**config.mk**
```make
export PLATFORM = sky130hd
export DESIGN_NAME = ivring_writer
export DESIGN_NICKNAME = d
export VERILOG_FILES = /design/src/rtl/ivr_pkg.sv /design/src/rtl/ivr_regs.sv /design/src/rtl/ivr_ptr.sv /design/src/rtl/ivr_fsm.sv /design/src/rtl/ivring_writer.sv
export SDC_FILE = /design/constraint.sdc
export NUM_CORES = 1
export LEC_CHECK = 0
export BUFFER_PORTS_ARGS = -buffer_cell sky130_fd_sc_hd__buf_2
export CAP_MARGIN = 10
export CORE_UTILIZATION = 25
export CTS_CLUSTER_SIZE = 10
export DETAILED_ROUTE_END_ITERATION = 10
export GPL_TIMING_DRIVEN = 0
export HOLD_SLACK_MARGIN = 0.03
export PLACE_DENSITY = 0.53
export SYNTH_ARGS = -nofsm -noshare
export SYNTH_HDL_FRONTEND = slang
export SYNTH_SLANG_ARGS = --single-unit
```
**constraint.sdc**
```tcl
create_clock -name clk -period 2.87 [get_ports clk]
set_clock_uncertainty 0.15 [all_clocks]
set_input_delay 0.574 -clock clk [delete_from_list [all_inputs] [get_ports clk]]
set_output_delay 0.574 -clock clk [all_outputs]
set_load 0.01 [all_outputs]
```
**src/rtl/ivr_pkg.sv**
```systemverilog
package ivr_pkg;

  typedef enum logic [2:0] {
    RA_CTRL = 3'd0,
    RA_BASE = 3'd1,
    RA_RPTR = 3'd2,
    RA_WPTR = 3'd3,
    RA_WBLO = 3'd4,
    RA_WBHI = 3'd5
  } reg_addr_e;

  // control register bit positions
  localparam int CB_EN     = 0;
  localparam int CB_SZ     = 1;
  localparam int SZ_W      = 5;
  localparam int CB_OVFEN  = 8;
  localparam int CB_OVFCLR = 9;
  localparam int CB_WBEN   = 10;
  localparam int CB_REARM  = 11;
  localparam int CB_IRQEN  = 12;
  localparam int OVF_BIT   = 31;
  localparam int VEC_BYTES = 16;

  typedef struct packed {
    logic            irq_en;
    logic            rearm;
    logic            wb_en;
    logic            ovf_en;
    logic [SZ_W-1:0] size;
    logic            ring_en;
  } cfg_t;

  typedef struct packed {
    logic [7:0]  src;
    logic [27:0] data;
    logic [7:0]  ring;
    logic [7:0]  vmid;
    logic [15:0] pasid;
  } event_t;

  function automatic logic [127:0] pack_vec(event_t e);
    logic [127:0] v;
    v          = '0;
    v[7:0]     = e.src;
    v[59:32]   = e.data;
    v[71:64]   = e.ring;
    v[79:72]   = e.vmid;
    v[95:80]   = e.pasid;
    return v;
  endfunction

endpackage

```
**src/rtl/ivr_regs.sv**
```systemverilog
module ivr_regs
  import ivr_pkg::*;
#(
  parameter int PTR_W = 18
) (
  input  logic             clk,
  input  logic             rst,
  input  logic             we,
  input  logic [2:0]       addr,
  input  logic [31:0]      wdata,
  input  logic [PTR_W-1:0] rptr,
  input  logic [31:0]      wptr_word,
  output cfg_t             cfg,
  output logic [31:0]      base,
  output logic [39:0]      wb_addr,
  output logic             ovf_clr,
  output logic             rptr_wr,
  output logic             wptr_wr,
  output logic [31:0]      rdata
);

  logic [29:0] wb_lo_q;
  logic [7:0]  wb_hi_q;
  logic [31:0] rd_mux;

  assign ovf_clr = we && (addr == RA_CTRL) && wdata[CB_OVFCLR];
  assign rptr_wr = we && (addr == RA_RPTR);
  assign wptr_wr = we && (addr == RA_WPTR);
  assign wb_addr = {wb_hi_q, wb_lo_q, 2'b00};

  always_ff @(posedge clk) begin
    if (rst) begin
      cfg     <= '0;
      base    <= '0;
      wb_lo_q <= '0;
      wb_hi_q <= '0;
    end else if (we) begin
      case (addr)
        RA_CTRL: begin
          cfg.ring_en <= wdata[CB_EN];
          cfg.size    <= wdata[CB_SZ +: SZ_W];
          cfg.ovf_en  <= wdata[CB_OVFEN];
          cfg.wb_en   <= wdata[CB_WBEN];
          cfg.rearm   <= wdata[CB_REARM];
          cfg.irq_en  <= wdata[CB_IRQEN];
        end
        RA_BASE: base    <= wdata;
        RA_WBLO: wb_lo_q <= wdata[31:2];
        RA_WBHI: wb_hi_q <= wdata[7:0];
        default: ;
      endcase
    end
  end

  always_comb begin
    rd_mux = '0;
    case (addr)
      RA_CTRL: begin
        rd_mux[CB_EN]          = cfg.ring_en;
        rd_mux[CB_SZ +: SZ_W]  = cfg.size;
        rd_mux[CB_OVFEN]       = cfg.ovf_en;
        rd_mux[CB_WBEN]        = cfg.wb_en;
        rd_mux[CB_REARM]       = cfg.rearm;
        rd_mux[CB_IRQEN]       = cfg.irq_en;
      end
      RA_BASE: rd_mux = base;
      RA_RPTR: rd_mux[PTR_W-1:0] = rptr;
      RA_WPTR: rd_mux = wptr_word;
      RA_WBLO: rd_mux = {wb_lo_q, 2'b00};
      RA_WBHI: rd_mux[7:0] = wb_hi_q;
      default: rd_mux = '0;
    endcase
  end

  always_ff @(posedge clk) begin
    if (rst) rdata <= '0;
    else     rdata <= rd_mux;
  end

endmodule

```
**src/rtl/ivr_ptr.sv**
```systemverilog
module ivr_ptr
  import ivr_pkg::*;
#(
  parameter int PTR_W = 18
) (
  input  logic             clk,
  input  logic             rst,
  input  logic             soft_rst,
  input  logic             ring_en,
  input  logic [SZ_W-1:0]  size,
  input  logic             ovf_en,
  input  logic             rearm,
  input  logic             irq_en,
  input  logic             accept,
  input  logic             rptr_wr,
  input  logic             wptr_wr,
  input  logic             ovf_clr,
  input  logic [PTR_W-1:0] wval,
  output logic [PTR_W-1:0] rptr,
  output logic [PTR_W-1:0] wptr,
  output logic             ovf,
  output logic             irq_pulse
);

  localparam logic [PTR_W-1:0] STEP  = PTR_W'(VEC_BYTES);
  localparam logic [PTR_W-1:0] ALIGN = ~PTR_W'(VEC_BYTES - 1);

  logic [PTR_W-1:0] amask;
  logic [PTR_W-1:0] wptr_nxt;
  logic [PTR_W-1:0] host_val;
  logic             hit;

  // byte mask: ring holds 2^(size+2) bytes, clamped to pointer width
  always_comb begin
    int lg;
    lg = int'(size) + 2;
    if (lg > PTR_W) lg = PTR_W;
    if (lg < 4)     lg = 4;
    for (int i = 0; i < PTR_W; i++) amask[i] = (i < lg);
    amask = amask & ALIGN;
  end

  assign wptr_nxt = (wptr + STEP) & amask;
  assign host_val = wval & amask;
  assign hit      = (wptr_nxt == rptr);

  always_ff @(posedge clk) begin
    if (rst || soft_rst || !ring_en) begin
      rptr      <= '0;
      wptr      <= '0;
      ovf       <= 1'b0;
      irq_pulse <= 1'b0;
    end else begin
      irq_pulse <= 1'b0;
      if (accept) begin
        wptr <= wptr_nxt;
        if (irq_en) irq_pulse <= 1'b1;
      end else if (wptr_wr) begin
        wptr <= host_val;
      end
      if (rptr_wr) begin
        rptr <= host_val;
        if (rearm && irq_en && (host_val != wptr)) irq_pulse <= 1'b1;
      end
      if (accept && hit && ovf_en) ovf <= 1'b1;
      else if (ovf_clr)            ovf <= 1'b0;
    end
  end

endmodule

```
**src/rtl/ivr_fsm.sv**
```systemverilog
module ivr_fsm
  import ivr_pkg::*;
#(
  parameter int PTR_W  = 18,
  parameter int ADDR_W = 40
) (
  input  logic              clk,
  input  logic              rst,
  input  logic              soft_rst,
  input  logic              ev_valid,
  input  event_t            ev,
  input  logic              ring_en,
  input  logic              wb_en,
  input  logic [31:0]       base,
  input  logic [39:0]       wb_addr,
  input  logic [PTR_W-1:0]  wptr,
  input  logic [31:0]       wptr_word,
  output logic              ev_ready,
  output logic              accept,
  output logic              in_wb,
  output logic              mem_we,
  output logic              mem_wide,
  output logic [ADDR_W-1:0] mem_addr,
  output logic [127:0]      mem_wdata
);

  typedef enum logic {ST_IDLE, ST_WB} state_e;
  state_e state;

  logic [ADDR_W-1:0] ring_addr;

  assign ring_addr = ADDR_W'({base, 8'h00}) + ADDR_W'(wptr);
  assign ev_ready  = (state == ST_IDLE);
  assign accept    = ev_valid && ev_ready && ring_en && !soft_rst;
  assign in_wb     = (state == ST_WB);

  always_ff @(posedge clk) begin
    if (rst || soft_rst) begin
      state     <= ST_IDLE;
      mem_we    <= 1'b0;
      mem_wide  <= 1'b0;
      mem_addr  <= '0;
      mem_wdata <= '0;
    end else begin
      mem_we <= 1'b0;
      case (state)
        ST_IDLE: if (accept) begin
          mem_we    <= 1'b1;
          mem_wide  <= 1'b1;
          mem_addr  <= ring_addr;
          mem_wdata <= pack_vec(ev);
          state     <= wb_en ? ST_WB : ST_IDLE;
        end
        ST_WB: begin
          mem_we    <= 1'b1;
          mem_wide  <= 1'b0;
          mem_addr  <= ADDR_W'(wb_addr);
          mem_wdata <= {96'b0, wptr_word};
          state     <= ST_IDLE;
        end
        default: state <= ST_IDLE;
      endcase
    end
  end

endmodule

```
**src/rtl/ivring_writer.sv**
```systemverilog
module ivring_writer
  import ivr_pkg::*;
#(
  parameter int PTR_W  = 18,
  parameter int ADDR_W = 40
) (
  input  logic              clk,
  input  logic              rst,
  input  logic              soft_rst,
  input  logic              ev_valid,
  output logic              ev_ready,
  input  logic [7:0]        ev_src,
  input  logic [27:0]       ev_data,
  input  logic [7:0]        ev_ring,
  input  logic [7:0]        ev_vmid,
  input  logic [15:0]       ev_pasid,
  output logic              mem_we,
  output logic              mem_wide,
  output logic [ADDR_W-1:0] mem_addr,
  output logic [127:0]      mem_wdata,
  input  logic              reg_we,
  input  logic [2:0]        reg_addr,
  input  logic [31:0]       reg_wdata,
  output logic [31:0]       reg_rdata,
  output logic              irq_pending,
  output logic              irq_pulse,
  output logic              busy
);

  cfg_t             cfg;
  event_t           ev;
  logic [31:0]      base;
  logic [39:0]      wb_addr;
  logic             ovf_clr, rptr_wr, wptr_wr;
  logic [PTR_W-1:0] rptr, wptr;
  logic             ovf;
  logic [31:0]      wptr_word;
  logic             accept, in_wb;

  assign ev = '{src: ev_src, data: ev_data, ring: ev_ring, vmid: ev_vmid, pasid: ev_pasid};

  always_comb begin
    wptr_word              = '0;
    wptr_word[PTR_W-1:0]   = wptr;
    wptr_word[OVF_BIT]     = ovf;
  end

  ivr_regs #(.PTR_W(PTR_W)) u_regs (
    .clk(clk), .rst(rst), .we(reg_we), .addr(reg_addr), .wdata(reg_wdata),
    .rptr(rptr), .wptr_word(wptr_word), .cfg(cfg), .base(base),
    .wb_addr(wb_addr), .ovf_clr(ovf_clr), .rptr_wr(rptr_wr),
    .wptr_wr(wptr_wr), .rdata(reg_rdata)
  );

  ivr_ptr #(.PTR_W(PTR_W)) u_ptr (
    .clk(clk), .rst(rst), .soft_rst(soft_rst), .ring_en(cfg.ring_en),
    .size(cfg.size), .ovf_en(cfg.ovf_en), .rearm(cfg.rearm),
    .irq_en(cfg.irq_en), .accept(accept), .rptr_wr(rptr_wr),
    .wptr_wr(wptr_wr), .ovf_clr(ovf_clr), .wval(reg_wdata[PTR_W-1:0]),
    .rptr(rptr), .wptr(wptr), .ovf(ovf), .irq_pulse(irq_pulse)
  );

  ivr_fsm #(.PTR_W(PTR_W), .ADDR_W(ADDR_W)) u_fsm (
    .clk(clk), .rst(rst), .soft_rst(soft_rst), .ev_valid(ev_valid), .ev(ev),
    .ring_en(cfg.ring_en), .wb_en(cfg.wb_en), .base(base), .wb_addr(wb_addr),
    .wptr(wptr), .wptr_word(wptr_word), .ev_ready(ev_ready),
    .accept(accept), .in_wb(in_wb), .mem_we(mem_we), .mem_wide(mem_wide),
    .mem_addr(mem_addr), .mem_wdata(mem_wdata)
  );

  assign irq_pending = cfg.irq_en && cfg.ring_en && ((rptr != wptr) || ovf);
  assign busy        = (rptr != wptr) || ovf || in_wb || mem_we;

endmodule

```
==> impl_results.md <==
- Critical-path cell list: buf_8 > xor2_2 > or4_4 > nor3_4 > buf_6 > nand2_2 > buf_6
- Hold wc startpoint: ev_pasid[10]
- Number of nets still failing antenna checks after routing: 0
- Outcome: finished with violations
- Final Worst Setup Slack: -0.109 ns
- End of the worst hold path: u_fsm.mem_wdata[90]
- Post-layout nets: ~2.1k
- Cell with the biggest individual delay on the critical path: or4_4
- Leakage Power: 6.82 nW
- H-Tree Depth: 1
- Max-slew violation count: 0
- Critical Path Sink Type: output pin
- Most frequently used cell type in the post-synthesis netlist: dfxtp_1
- Unrepaired setup endpoints after global routing: yes
- CTS tree: done
- Area enclosed by the die boundary: 51,700 sq um
- Via density per instance: roughly 5
- Cell count after placement: about 2.6k
- Layout area overhead: 28.9%
- Hold violation total from the final report: 0
- Combined buffer and inverter count along the critical path: 3
- Post-Place Cell Area: 15,000 sq um
- # IOs: approximately 310
- Yosys synthesis warning count: 0
- Critical register-to-register path endpoint: u_fsm.mem_addr[26]
- Worst-Skew Late Latency: 0.58 ns
- Worst setup path class: reg2out
- Type of the worst min-delay path: in2reg
- Final number of setup-violating endpoints: 2
- Initial standard-cell utilization of the core: 25.3%
- Sequential-to-total area share from yosys stat: about two fifths
- Die width: 227 microns
- Top fanout value on the critical path: 6
- Area share of the largest cell type after synthesis: 41.3%
- Worst slack, placed: -0.668 ns
- Reg2Reg Depth: 11
- Count of clock tree sinks: 262
- Port Buffers: between 200 and 300
- First-pass GRT wire length: 81,600 microns
- Violations in the final reports: negative setup slack
- Initial antenna violation count: 7
- Fraction of final layout cells sized beyond drive strength 1: 23.2%
- Total global routing track utilization: 21.2%
- Weighted congestion reported at the end of routability-driven placement: 0.958
- Setup TNS: -0.189 ns
- Worst vdd rail ir drop: 572 uV
- Number of max-capacitance violations reported: 0
- Per-instance average area after synthesis: 7.85 sq um
- Category of cells accounting for the largest share of critical-path delay: simple AND/OR/NAND/NOR gates
- Most frequent cells after synthesis: dfxtp_1, nand2_1, a21oi_1
- Post-synthesis register bit count: around 260
- Synthesized instance count: 1,616
- Design Area, Final: 16,400 sq um
- Max frequency: between 300 and 400 MHz
- Vias post-DR: approximately 13k
- Fin util: 32.6%
- Final total power: ~7.8 mW
- Die Span Y: about 230 microns
- Worst reg2reg path startpoint: u_ptr.wptr[9]
- Number of synthesized flops with an enable pin: 0
- Pwr dens: between 400 and 500 nW/um^2
- Post-Synthesis Cell Area: 12,700 sq um
- Detailed Route WL: approximately 57,000 microns
- Required arrival time at the worst endpoint: about 2.2 ns
- Via count of the first global-routing pass: approximately 13k
- Grt ovf: 0
- Distinct cell type count of the synthesized netlist: 73
- Maximum number of pins on one net before global-route repair: 20
- Number of iterations in the first detailed-routing pass: 5
- Drt first-iter violations: 1,059
- Max transition margin: roughly 38%
- Arrival time at the worst endpoint: 2.26 ns
- Drt wl/cell: 21.3 microns
- Kind of start point of the critical path: register
- Area contributors post-synth: dfxtp_1, a21oi_1, nand2_1, nor2_1, and3_1
- Flop-to-flop setup slack: 0.10 ns
- Clk buf depth: 3
- Post-detail-place hpwl: 43,200 microns
- Shortest clock period the worst path allows after layout: 2.98 ns
- Worst Max-Slew Pin Slew: 0.934 ns
- Main flop type after synthesis: dfxtp_1
- Leading area contributor after synthesis: dfxtp_1
- Crit path top cell by count: buf_6
- Number of hold-repair buffers added at the cts stage: 0
- Worst hold stages: 3
- Period utilization: 104%
- Ys async rst share: 0%
- Root buffer selected by CTS: clkbuf_16
- Non-filler instance count after layout: 2,659
- Site Rows: 82
- Post-route worst hold slack: around 0.07 ns
- Core area: roughly 50,000 sq um
- Inserted Clock Buffers: 31
- Critical Path Max Stage Delay: 0.52 ns
- Remaining routing DRC violations: 0
- Clock slew at the register clock pins of the worst setup and hold paths: 0.06 ns
==> worst max-delay path by stage <==
stage,from,end,slack (ns),cells past startpoint
finish,u_ptr.wptr[4],busy,-0.11,7
global route,u_ptr.wptr[6],busy,-0.22,8
detailed placement,soft_rst,u_ptr.irq_pulse,-0.67,8
floorplan,u_ptr.wptr[9],u_fsm.mem_addr[26],0.24,10
global placement,soft_rst,u_ptr.irq_pulse,-0.66,8
CTS,u_ptr.wptr[15],busy,-0.11,7
==> per-layer routing <==
metal  wire length, microns  track usage (%)  up-vias
met3                   5670             6.13      110
met5                     41                0        -
met2                  25000             33.2      641
li1                       -                -     6210
met1                  23900             27.8     6375
met4                   1910             7.32        6
==> layout by cell type (no fill, tap or decap), drive strengths merged, types with 5 or more instances in the layout <==
cell type	count
o22ai	16
and4	5
a22oi	40
ha	12
nand4	14
nand3	15
dfxtp	262
o31ai	6
a21oi	228
a221oi	14
buf	346
o21a	6
mux2i	15
nor3	26
nor2	199
o211ai	8
and3	105
nand2	233
nor4	6
conb	51
mux2	6
xor2	23
a21boi	5
nand2b	5
and2	7
or3	8
nor2b	16
xnor2	43
a31oi	10
clkbuf	146
o21ai	28
inv	20
==> area by class of cell <==
| type | instances | area (sq um) |
|---|---|---|
| multi-input cells | 1206 | 6890 |
| plain buffers | 175 | 963 |
| clock buffers | 39 | 846 |
| clock inverters | 3 | 18.8 |
| repair buffers | 279 | 1460 |
| well taps | 672 | 841 |
| inverters | 20 | 76.3 |
| fillers | 5373 | 33800 |
| flip-flops and latches | 262 | 5260 |
| diodes | 3 | 7.51 |
==> sequential cells by signal, indices dropped and copies added (netlist names) <==
name and count:
u_regs.rdata 32, u_regs.cfg 10, u_ptr.rptr 14, u_fsm.mem_wide 1
u_ptr.wptr 14, u_fsm.mem_wdata 79, u_fsm.in_wb 1, u_regs.base 32
u_regs.wb_lo_q 30, u_regs.wb_hi_q 8, u_fsm.mem_addr 38, u_ptr.ovf 1
u_ptr.irq_pulse 1, u_fsm.mem_we 1
==> cell families (layout without fill, tap and decap cells) <==
kind of cell	after synthesis	in the layout	synth area share (%)
xor+xnor	66	66	4.55
buf+inv	198	516	7.52
flops	262	262	41.3
compound gates	401	401	19.3
mux	24	24	2.28
other cells	1	54	0.0295
fa+ha+maj	13	13	1.34
simple gates	651	651	23.6
==> power breakdown <==
group          internal (mW)  switching, mW
clock                   2.02           1.56
combinational          0.186          0.349
sequential              3.67         0.0338
==> worst reg2reg max path, delay by kind of cell (launching register included) <==
family / cells / cell delay (ns)
flip-flops: 1 / 0.36
AO/OA/AOI/OAI: 5 / 0.72
AND/OR/NAND/NOR: 2 / 0.63
adder cells (fa/ha/maj): 1 / 0.40
buffers and inverters: 3 / 0.42
==> what timing repair did <==
item,CTS,global route
buffers inserted,7,11
setup endpoints to repair,98,40
pin swaps,6,13
resized for setup,56,46
No activity file was read; power rests on OpenSTA's default activity.
